## src/rtl/omt_pkg.sv

```systemverilog
package omt_pkg;

    localparam int unsigned OMT_DW = 32;

    localparam int unsigned OFS_MATCH  = 32'h00;
    localparam int unsigned OFS_COUNT  = 32'h10;
    localparam int unsigned OFS_STATUS = 32'h14;
    localparam int unsigned OFS_IRQEN  = 32'h1C;

    typedef enum logic [0:0] {
        ST_IDLE  = 1'b0,
        ST_COUNT = 1'b1
    } run_state_e;

endpackage

```

## src/rtl/omt_tick_gen.sv

```systemverilog
module omt_tick_gen #(
    parameter int unsigned TICK_DIV = 2
) (
    input  logic clk,
    input  logic rst_n,
    output logic tick
);

    generate
        if (TICK_DIV <= 1) begin : g_every_cycle
            assign tick = 1'b1;
        end else begin : g_divided
            localparam int unsigned CW = $clog2(TICK_DIV);
            localparam logic [CW-1:0] LAST = CW'(TICK_DIV - 1);

            logic [CW-1:0] phase_q;

            always_ff @(posedge clk) begin
                if (!rst_n) begin
                    phase_q <= '0;
                end else if (phase_q == LAST) begin
                    phase_q <= '0;
                end else begin
                    phase_q <= phase_q + 1'b1;
                end
            end

            assign tick = (phase_q == LAST);

            // ticks are never back to back when the divider exceeds one
            p_tick_spacing_r5: assert property (@(posedge clk) disable iff (!rst_n)
                tick |=> !tick);
        end
    endgenerate

endmodule

```

## src/rtl/omt_run_ctrl.sv

```systemverilog
module omt_run_ctrl
    import omt_pkg::*;
#(
    parameter int unsigned W = OMT_DW
) (
    input  logic         clk,
    input  logic         rst_n,
    input  logic         tick,
    input  logic         load,
    input  logic [W-1:0] new_match,
    input  logic [W-1:0] base,
    output logic [W-1:0] remaining,
    output logic         expire
);

    run_state_e   state_q, state_d;
    logic [W-1:0] rem_d;
    logic [W-1:0] reload;

    // distance from the base to the new match, wrapping through all-ones
    always_comb begin
        if (new_match > base) begin
            reload = new_match - base;
        end else begin
            reload = new_match + ~base;
        end
    end

    // next state and next remaining count
    always_comb begin
        state_d = state_q;
        rem_d   = remaining;
        unique case (state_q)
            ST_IDLE: begin
                if (load) begin                 // ARM
                    state_d = ST_COUNT;
                    rem_d   = reload;
                end
            end
            ST_COUNT: begin
                if (load) begin                 // REARM
                    state_d = ST_COUNT;
                    rem_d   = reload;
                end else if (remaining == '0) begin  // EXPIRE
                    state_d = ST_IDLE;
                end else if (tick) begin        // STEP
                    rem_d = remaining - 1'b1;
                end
            end
            default: begin
                state_d = ST_IDLE;
                rem_d   = '0;
            end
        endcase
    end

    // state register
    always_ff @(posedge clk) begin
        if (!rst_n) begin
            state_q   <= ST_IDLE;
            remaining <= '0;
        end else begin
            state_q   <= state_d;
            remaining <= rem_d;
        end
    end

    // outputs
    always_comb begin
        expire = 1'b0;
        unique case (state_q)
            ST_IDLE:  expire = 1'b0;
            ST_COUNT: expire = (remaining == '0) && !load;
            default:  expire = 1'b0;
        endcase
    end

    p_run_len_r3: assert property (@(posedge clk) disable iff (!rst_n)
        (load && (new_match > base)) |=> (remaining == $past(new_match) - $past(base)));

    p_count_step_r5: assert property (@(posedge clk) disable iff (!rst_n)
        (state_q == ST_COUNT && tick && !load && remaining != '0)
            |=> (remaining == $past(remaining) - W'(1)));

    p_idle_hold_r6: assert property (@(posedge clk) disable iff (!rst_n)
        (state_q == ST_IDLE && !load) |=> (state_q == ST_IDLE && remaining == '0));

    p_rearm_r9: assert property (@(posedge clk) disable iff (!rst_n)
        load |=> (state_q == ST_COUNT));

endmodule

```

## src/rtl/omt_regs.sv

```systemverilog
module omt_regs
    import omt_pkg::*;
#(
    parameter int unsigned ADDR_W = 8,
    parameter int unsigned W      = OMT_DW
) (
    input  logic              clk,
    input  logic              rst_n,
    input  logic              bus_wr,
    input  logic              bus_rd,
    input  logic [ADDR_W-1:0] bus_addr,
    input  logic [W-1:0]      bus_wdata,
    input  logic              expire,
    input  logic [W-1:0]      remaining,
    output logic [W-1:0]      bus_rdata,
    output logic              load,
    output logic [W-1:0]      match_q,
    output logic [W-1:0]      base_q,
    output logic              irq
);

    localparam logic [ADDR_W-1:0] A_MATCH  = ADDR_W'(OFS_MATCH);
    localparam logic [ADDR_W-1:0] A_COUNT  = ADDR_W'(OFS_COUNT);
    localparam logic [ADDR_W-1:0] A_STATUS = ADDR_W'(OFS_STATUS);
    localparam logic [ADDR_W-1:0] A_IRQEN  = ADDR_W'(OFS_IRQEN);

    logic         flag_q;
    logic [W-1:0] ien_q;
    logic         wr_status;
    logic         wr_ien;
    logic         mapped_rd;

    assign load      = bus_wr && (bus_addr == A_MATCH);
    assign wr_status = bus_wr && (bus_addr == A_STATUS);
    assign wr_ien    = bus_wr && (bus_addr == A_IRQEN);
    assign mapped_rd = (bus_addr == A_COUNT) || (bus_addr == A_STATUS) ||
                       (bus_addr == A_IRQEN);

    always_ff @(posedge clk) begin
        if (!rst_n) begin
            match_q <= '0;
            base_q  <= '0;
            ien_q   <= '0;
            flag_q  <= 1'b0;
        end else begin
            if (load) begin
                match_q <= bus_wdata;
            end
            if (expire) begin
                base_q <= match_q;
            end
            if (wr_ien) begin
                ien_q <= bus_wdata;
            end
            if (expire && (ien_q != '0)) begin
                flag_q <= 1'b1;
            end else if (wr_status && (bus_wdata == '0)) begin
                flag_q <= 1'b0;
            end
        end
    end

    always_comb begin
        bus_rdata = '0;
        if (bus_rd) begin
            if (bus_addr == A_COUNT) begin
                bus_rdata = match_q - remaining;
            end else if (bus_addr == A_STATUS) begin
                bus_rdata = {{(W-1){1'b0}}, flag_q};
            end else if (bus_addr == A_IRQEN) begin
                bus_rdata = ien_q;
            end
        end
    end

    assign irq = flag_q;

    p_unmapped_zero_r2: assert property (@(posedge clk) disable iff (!rst_n)
        (bus_rd && !mapped_rd) |-> (bus_rdata == '0));

    p_latch_base_r6: assert property (@(posedge clk) disable iff (!rst_n)
        expire |=> (base_q == $past(match_q)));

    p_flag_set_r7: assert property (@(posedge clk) disable iff (!rst_n)
        (expire && ien_q != '0) |=> (irq && flag_q));

    p_flag_quiet_r7: assert property (@(posedge clk) disable iff (!rst_n)
        (expire && ien_q == '0 && !flag_q) |=> !irq);

    p_clear_r8: assert property (@(posedge clk) disable iff (!rst_n)
        (wr_status && bus_wdata == '0 && !expire) |=> !irq);

    p_hold_r8: assert property (@(posedge clk) disable iff (!rst_n)
        (flag_q && !(wr_status && bus_wdata == '0)) |=> irq);

    p_no_flag_on_rearm_r10: assert property (@(posedge clk) disable iff (!rst_n)
        (load && !flag_q) |=> !irq);

    p_base_kept_on_rearm_r10: assert property (@(posedge clk) disable iff (!rst_n)
        load |=> $stable(base_q));

endmodule

```

## src/rtl/oneshot_match_timer.sv

```systemverilog
module oneshot_match_timer
    import omt_pkg::*;
#(
    parameter int unsigned ADDR_W   = 8,
    parameter int unsigned TICK_DIV = 2
) (
    input  logic              clk,
    input  logic              rst_n,
    input  logic              bus_wr,
    input  logic              bus_rd,
    input  logic [ADDR_W-1:0] bus_addr,
    input  logic [31:0]       bus_wdata,
    output logic [31:0]       bus_rdata,
    output logic              irq
);

    localparam int unsigned W = OMT_DW;

    logic         tick;
    logic         load;
    logic         expire;
    logic [W-1:0] remaining;
    logic [W-1:0] match_q;
    logic [W-1:0] base_q;

    omt_tick_gen #(
        .TICK_DIV (TICK_DIV)
    ) u_tick (
        .clk   (clk),
        .rst_n (rst_n),
        .tick  (tick)
    );

    omt_run_ctrl #(
        .W (W)
    ) u_run (
        .clk       (clk),
        .rst_n     (rst_n),
        .tick      (tick),
        .load      (load),
        .new_match (bus_wdata),
        .base      (base_q),
        .remaining (remaining),
        .expire    (expire)
    );

    omt_regs #(
        .ADDR_W (ADDR_W),
        .W      (W)
    ) u_regs (
        .clk       (clk),
        .rst_n     (rst_n),
        .bus_wr    (bus_wr),
        .bus_rd    (bus_rd),
        .bus_addr  (bus_addr),
        .bus_wdata (bus_wdata),
        .expire    (expire),
        .remaining (remaining),
        .bus_rdata (bus_rdata),
        .load      (load),
        .match_q   (match_q),
        .base_q    (base_q),
        .irq       (irq)
    );

endmodule

```

## config.mk

```make
export PLATFORM = sky130hd
export DESIGN_NAME = oneshot_match_timer
export DESIGN_NICKNAME = d
export VERILOG_FILES = /design/src/rtl/omt_pkg.sv /design/src/rtl/omt_tick_gen.sv /design/src/rtl/omt_run_ctrl.sv /design/src/rtl/omt_regs.sv /design/src/rtl/oneshot_match_timer.sv
export SDC_FILE = /design/constraint.sdc
export NUM_CORES = 1
export LEC_CHECK = 0
export ABC_AREA = 1
export BUFFER_PORTS_ARGS = -buffer_cell sky130_fd_sc_hd__buf_4
export CORE_MARGIN = 10
export CORE_UTILIZATION = 45
export CTS_BUF_LIST = sky130_fd_sc_hd__clkbuf_2
export CTS_CLUSTER_SIZE = 8
export DETAILED_ROUTE_END_ITERATION = 8
export PLACE_DENSITY_LB_ADDON = 0.1
export SYNTH_ARGS = -nofsm -noshare
export SYNTH_HDL_FRONTEND = slang
export SYNTH_SLANG_ARGS = --single-unit
```

## constraint.sdc

```tcl
create_clock -name clk -period 2.01 [get_ports clk]
set_input_delay 0.201 -clock clk [delete_from_list [all_inputs] [get_ports clk]]
set_output_delay 0.201 -clock clk [all_outputs]
set_load 0.02 [all_outputs]
```

Word level (Yosys, flattened, before mapping)
Index checks and enable logic that the tools add are counted.
{"block": "totals", "output_inout_bits": 33, "reg_bits": 131}
{"block": "op_classes", "add_sub_neg": 5, "reduce_logical": 14, "n_eq_ne": 6, "bitwise": 3, "order_cmp": 1, "muxes": 17}
{"op": "$mux W32", "n": 9}
{"op": "$logic_not A32 Y1", "n": 2}
{"op": "$pmux W32 S2", "n": 1}
{"op": "$sub A32 B32 Y32", "n": 2}
{"op": "$add A32 B32 Y32", "n": 1}
{"op": "$gt A32 B32 Y1", "n": 1}
{"op": "$not A32 Y32", "n": 1}
{"op": "$reduce_bool A32 Y1", "n": 1}
{"op": "$sub A32 B1 Y32 const B", "n": 1}
{"op": "$eq A8 B5 Y1 const B", "n": 3}
{"op": "$logic_not A8 Y1", "n": 1}
{"op": "$logic_and A1 B1 Y1", "n": 6}
{"op": "$ne A3 B2 Y1 const B", "n": 2}
{"op": "$mux W1", "n": 5}
{"op": "$pmux W1 S2", "n": 2}
{"op": "$reduce_and A3 Y1", "n": 1}
{"op": "$ne A2 B1 Y1 const B", "n": 1}
{"op": "$not A1 Y1", "n": 2}
{"op": "$reduce_bool A2 Y1", "n": 1}
{"op": "$reduce_or A2 Y1", "n": 1}
{"op": "$add A1 B1 Y1 const B", "n": 1}
{"op": "$logic_not A1 Y1", "n": 1}

Longest topological paths before layout
{"block": "depth", "ltp_word": 7, "depth_mapped": 20, "depth_no_buf": 18}

By module
Synthesis repeated with hierarchy kept, for this count alone.
{"block": "hier_totals", "hier_cells": 2299, "area_unflattened_um2": 12763.5}
{"mod": "omt_regs", "cells_per_inst": 1135, "seq_area_each_um2": 1941.9, "area_each_um2": 6700.2, "n_inst": 1}
{"mod": "omt_run_ctrl", "cells_per_inst": 1161, "seq_area_each_um2": 660.6, "area_each_um2": 6033.3, "n_inst": 1}
{"mod": "omt_tick_gen", "cells_per_inst": 3, "seq_area_each_um2": 20.0, "area_each_um2": 30.0, "n_inst": 1}

Worst setup path before layout
OpenSTA, ideal clock, no wires.
{"block": "synth_timing", "path_type": "flip-flop to output port", "startpoint": "register u_regs.match_q[0]", "endpoint": "output port bus_rdata[16]", "setup_slack_ps": -408, "arrival_time_ps": 2217, "path_stages_with_launch": 18, "cell_sequence": "dfxtp_1 inv_1 ha_1 inv_1 fa_1 nand2_1 nand2_1 o21ai_0 inv_1 a21oi_1 inv_1 nand2_1 nand2_1 nand2_1 nand2_1 nand2_1 nand3_1 a21oi_1"}
{"block": "synth_via", "elab_chain_len": 3}
{"item": "start: declaration", "line": "omt_regs.sv:17", "text": "output logic [W-1:0] match_q,"}
{"item": "start signal: assignment", "line": "omt_regs.sv:47", "text": "match_q <= bus_wdata;"}
{"item": "$sub A32 B32 Y32", "line": "omt_regs.sv:67", "text": "bus_rdata = match_q - remaining;"}
{"item": "$mux W32", "line": "omt_regs.sv:66", "text": "if (bus_addr == A_COUNT) begin"}
{"item": "$mux W32", "line": "omt_regs.sv:65", "text": "if (bus_rd) begin"}
{"item": "end: declaration", "line": "oneshot_match_timer.sv:13", "text": "output logic [31:0] bus_rdata,"}
Every way passes these cells.

Final worst setup path
{"block": "layout_timing", "startpoint": "register u_run.remaining[13]", "endpoint": "output port bus_rdata[18]"}
{"block": "layout_via", "elab_chain_len": 3}
{"item": "start: declaration", "line": "omt_run_ctrl.sv:12", "text": "output logic [W-1:0] remaining,"}
{"item": "start signal: assignment", "line": "omt_run_ctrl.sv:64", "text": "remaining <= rem_d;"}
{"item": "$sub A32 B32 Y32", "line": "omt_regs.sv:67"}
{"item": "$mux W32", "line": "omt_regs.sv:66"}
{"item": "$mux W32", "line": "omt_regs.sv:65"}
Every way passes these cells.

==> summary.md <==
| Metric | Value |
|---|---|
| Syn_area_per_cell | `5.78 um2` |
| Critical Path RT | `1.81 ns` |
| CTS Buffer Depth | `2` |
| Largest net degree at the start of global routing | `58` |
| Sequential Area | `0.00272 mm2` |
| Final Max Slew Viols | `0` |
| Die W | `183 um` |
| Worst Max-Slew Pin Slew | `0.534 ns` |
| Critical Path Start Type | `flip-flop` |
| Total grt overflow | `0` |
| Fin crit share | `153%` |
| Register area share after synthesis | `21.8%` |
| Leakage | `9.76 nW` |
| CTS clock-pin slew for the worst setup and hold paths | `0.25 ns` |
| H-tree levels | `4` |
| YS warnings | `0` |
| Clock skew | `0.0584 ns` |
| Area grow syn2layout | `68.7%` |
| DR WL/cell | `19.4 um` |
| Total nets after synthesis | `2192` |
| Max Cap Viol | `0` |
| Status | `complete, but fails checks` |
| Min Tclk post-route | `3.07 ns` |
| WL final | `56.9 mm` |
| Initial antenna violation count | `1` |
| Failing checks | `setup timing` |
| Layout cells sized above 1 | `47.8%` |
| WHS | `0.0914 ns` |
| Initial DRC count | `1463` |
| DR vias | `16.3k` |
| Vias in the first global route | `15.7k` |
| FF-to-FF setup slack | `-0.39 ns` |
| Hold worst-path end | `u_regs.ien_q[29]` |
| TNS Setup | `-37.18 ns` |
| Worst-path maximum fanout | `4` |
| Reg2Reg Depth | `17` |
| Remaining DRCs | `0` |
| R2r endpoint | `u_run.remaining[0]` |
| Critical path type | `reg -> out` |
| Core area | `0.0262 mm2` |
| Fill cells | `1970` |
| # IOs | `77` |
| Initial core utilization | `45.9%` |
| CP startpoint | `u_run.remaining[13]` |
| RSZ-0062 raised after global routing | `yes` |
| Die area | `0.0337 mm2` |
| Most frequent cells in the layout | `buf_4 (439), nand2_1 (363), inv_1 (283)` |
| Post-route ant nets | `0` |
| CTS Root Cell | `clkbuf_2` |
| Area of the multi-input gates | `0.0109 mm2` |
| Reg2reg start | `u_regs.base_q[0]` |
| TritonCTS clock tree | `built` |
| Port Buffer Count | `76` |
| #FFs+latches synth | `131` |
| Clock sinks | `131` |
| Min-Delay Path Class | `in -> reg` |
| Die Ht | `183 um` |
| Critical Path End Type | `output pin` |
| Clock Latency Late Sink | `0.75 ns` |
| Pwr dens | `332 mW/mm2` |
| TritonCTS buffer count | `17` |
| GRT Overall Usage | `31.6%` |
| Dpl hpwl | `40.7 mm` |
| Final instance area | `0.0203 mm2` |
| Worst-case vdd ir drop | `0.360 mV` |
| GP Congestion | `1.01` |
| CP arrival | `2.87 ns` |
| Post-layout net count | `2693` |
| Commonest non-fill, non-tap cell in the layout | `buf_4` |
| Drt pass-1 iters | `6` |
| Placed Area | `0.0160 mm2` |
| Vias per cell | `5.56` |
| Layout Utilization | `77.4%` |
| Mapped cell area | `0.0120 mm2` |
| Max Fclk | `325 MHz` |
| Worst Hold Launch | `bus_addr[5]` |
| Setup Viol. Count Final | `83` |
| Syn Inst Count | `2079` |
| First-pass GRT wire length | `84.2 mm` |
| Hold depth | `7` |
| Slew HR | `64.4%` |
| Post-synth cell types | `47` |
| Final setup margin | `-1.06 ns` |
| Final hold violations | `0` |
| Row count | `59` |
## area by class of cell
class                   instances  share of cell area, %
well taps                     335                   2.07
flip-flops and latches        131                   13.4
inverters                     352                   6.65
multi-input cells            1531                   53.8
clock inverters                14                  0.722
repair buffers                547                   23.0
diodes                          1                 0.0123
clock buffers                  17                  0.419
## timing repair
action / in CTS / in global routing
hold buffers: 38 / 0
gates resized for setup: 532 / 340
hold endpoints to repair: 79 / 0
gates cloned: 3 / 4
setup endpoints to repair: 97 / 97
pin swaps: 159 / 143
buffers inserted: 31 / 21
## stage by stage
step	setup WS [ns]	instances	total power [mW]
after floorplan	-0.153	2079	3.54
after global placement	-0.581	2816	4.29
after detailed placement	-0.570	2816	4.31
after CTS	-1.03	2911	6.43
after global routing	-1.20	2928	6.98
final	-1.06	2928	6.73
## state kept, by name, indices dropped and copies added (netlist names)
signal / cells
u_regs.base_q: 32
u_regs.ien_q: 32
u_regs.irq: 1
u_regs.match_q: 32
u_run.remaining: 32
u_run.state_q: 1
u_tick.tick: 1
## worst max-delay path by stage
stage	to	cells past startpoint
2_1_floorplan	bus_rdata[16]	17
3_5_place_dp	bus_rdata[18]	11
4_1_cts	bus_rdata[16]	18
5_1_grt	bus_rdata[24]	13
3_3_place_gp	bus_rdata[18]	11
6_report	bus_rdata[18]	12
## logic make-up after synthesis
kind of cell,count (synthesis),share of synthesized area [%]
compound gates,439,19.1
xor+xnor,46,3.35
fa+ha+maj,69,7.37
buf+inv,417,13.5
flops,131,21.8
simple gates,977,34.8
## routing by layer
metal,up-vias,GRT usage [%],wire (um)
li1,7687,-,-
met1,7627,39.1,22500
met2,789,53.3,26800
met3,185,4.25,4260
met4,0,15.0,3250
met5,-,0,0
## power breakdown
part	internal (mW)	switching [mW]	leakage, nW
Combinational	1.03	1.37	8.54
Sequential	2.61	0.00515	1.09
Clock	0.484	1.24	0.130
## critical path, stage by stage (launching register included)
cell and delay (ns):
dfxtp_2 0.41, inv_4 0.05, ha_4 0.25, buf_4 0.14, a21oi_4 0.16, o21ai_2 0.10
buf_6 0.13, a21oi_4 0.17, o211ai_1 0.16, a21oi_1 0.17, o21ai_1 0.12, a21oi_2 0.17
buf_6 0.13
## Yosys cell counts (all sizes together)
master   instances  area, um2
a211oi           1       7.51
buf             22        145
a21oi          214       1080
o211ai          11       87.6
a21boi           2       15.0
o22ai            1       6.26
fa               3       60.1
clkinv           5       20.0
xnor2            9       78.8
o21ai          190        951
o21a             3       22.5
o2bb2ai          1       8.76
clkbuf          43        161
nand3b           5       37.5
o31ai            2       15.0
a21o             3       22.5
ha              66        826
xor2            37        324
nand4           24        150
nor4            15       93.8
dfxtp          131       2620
nor3b            3       27.5
or2              3       18.8
o21bai           5       37.5
nand2          559       2170
nor3            26        140
a22oi            1       7.51
a221oi           1       8.76
nor2           181        739
nand3          161        816
inv            347       1300
a31oi            4       25.0
No activity file was read; power rests on OpenSTA's default activity.
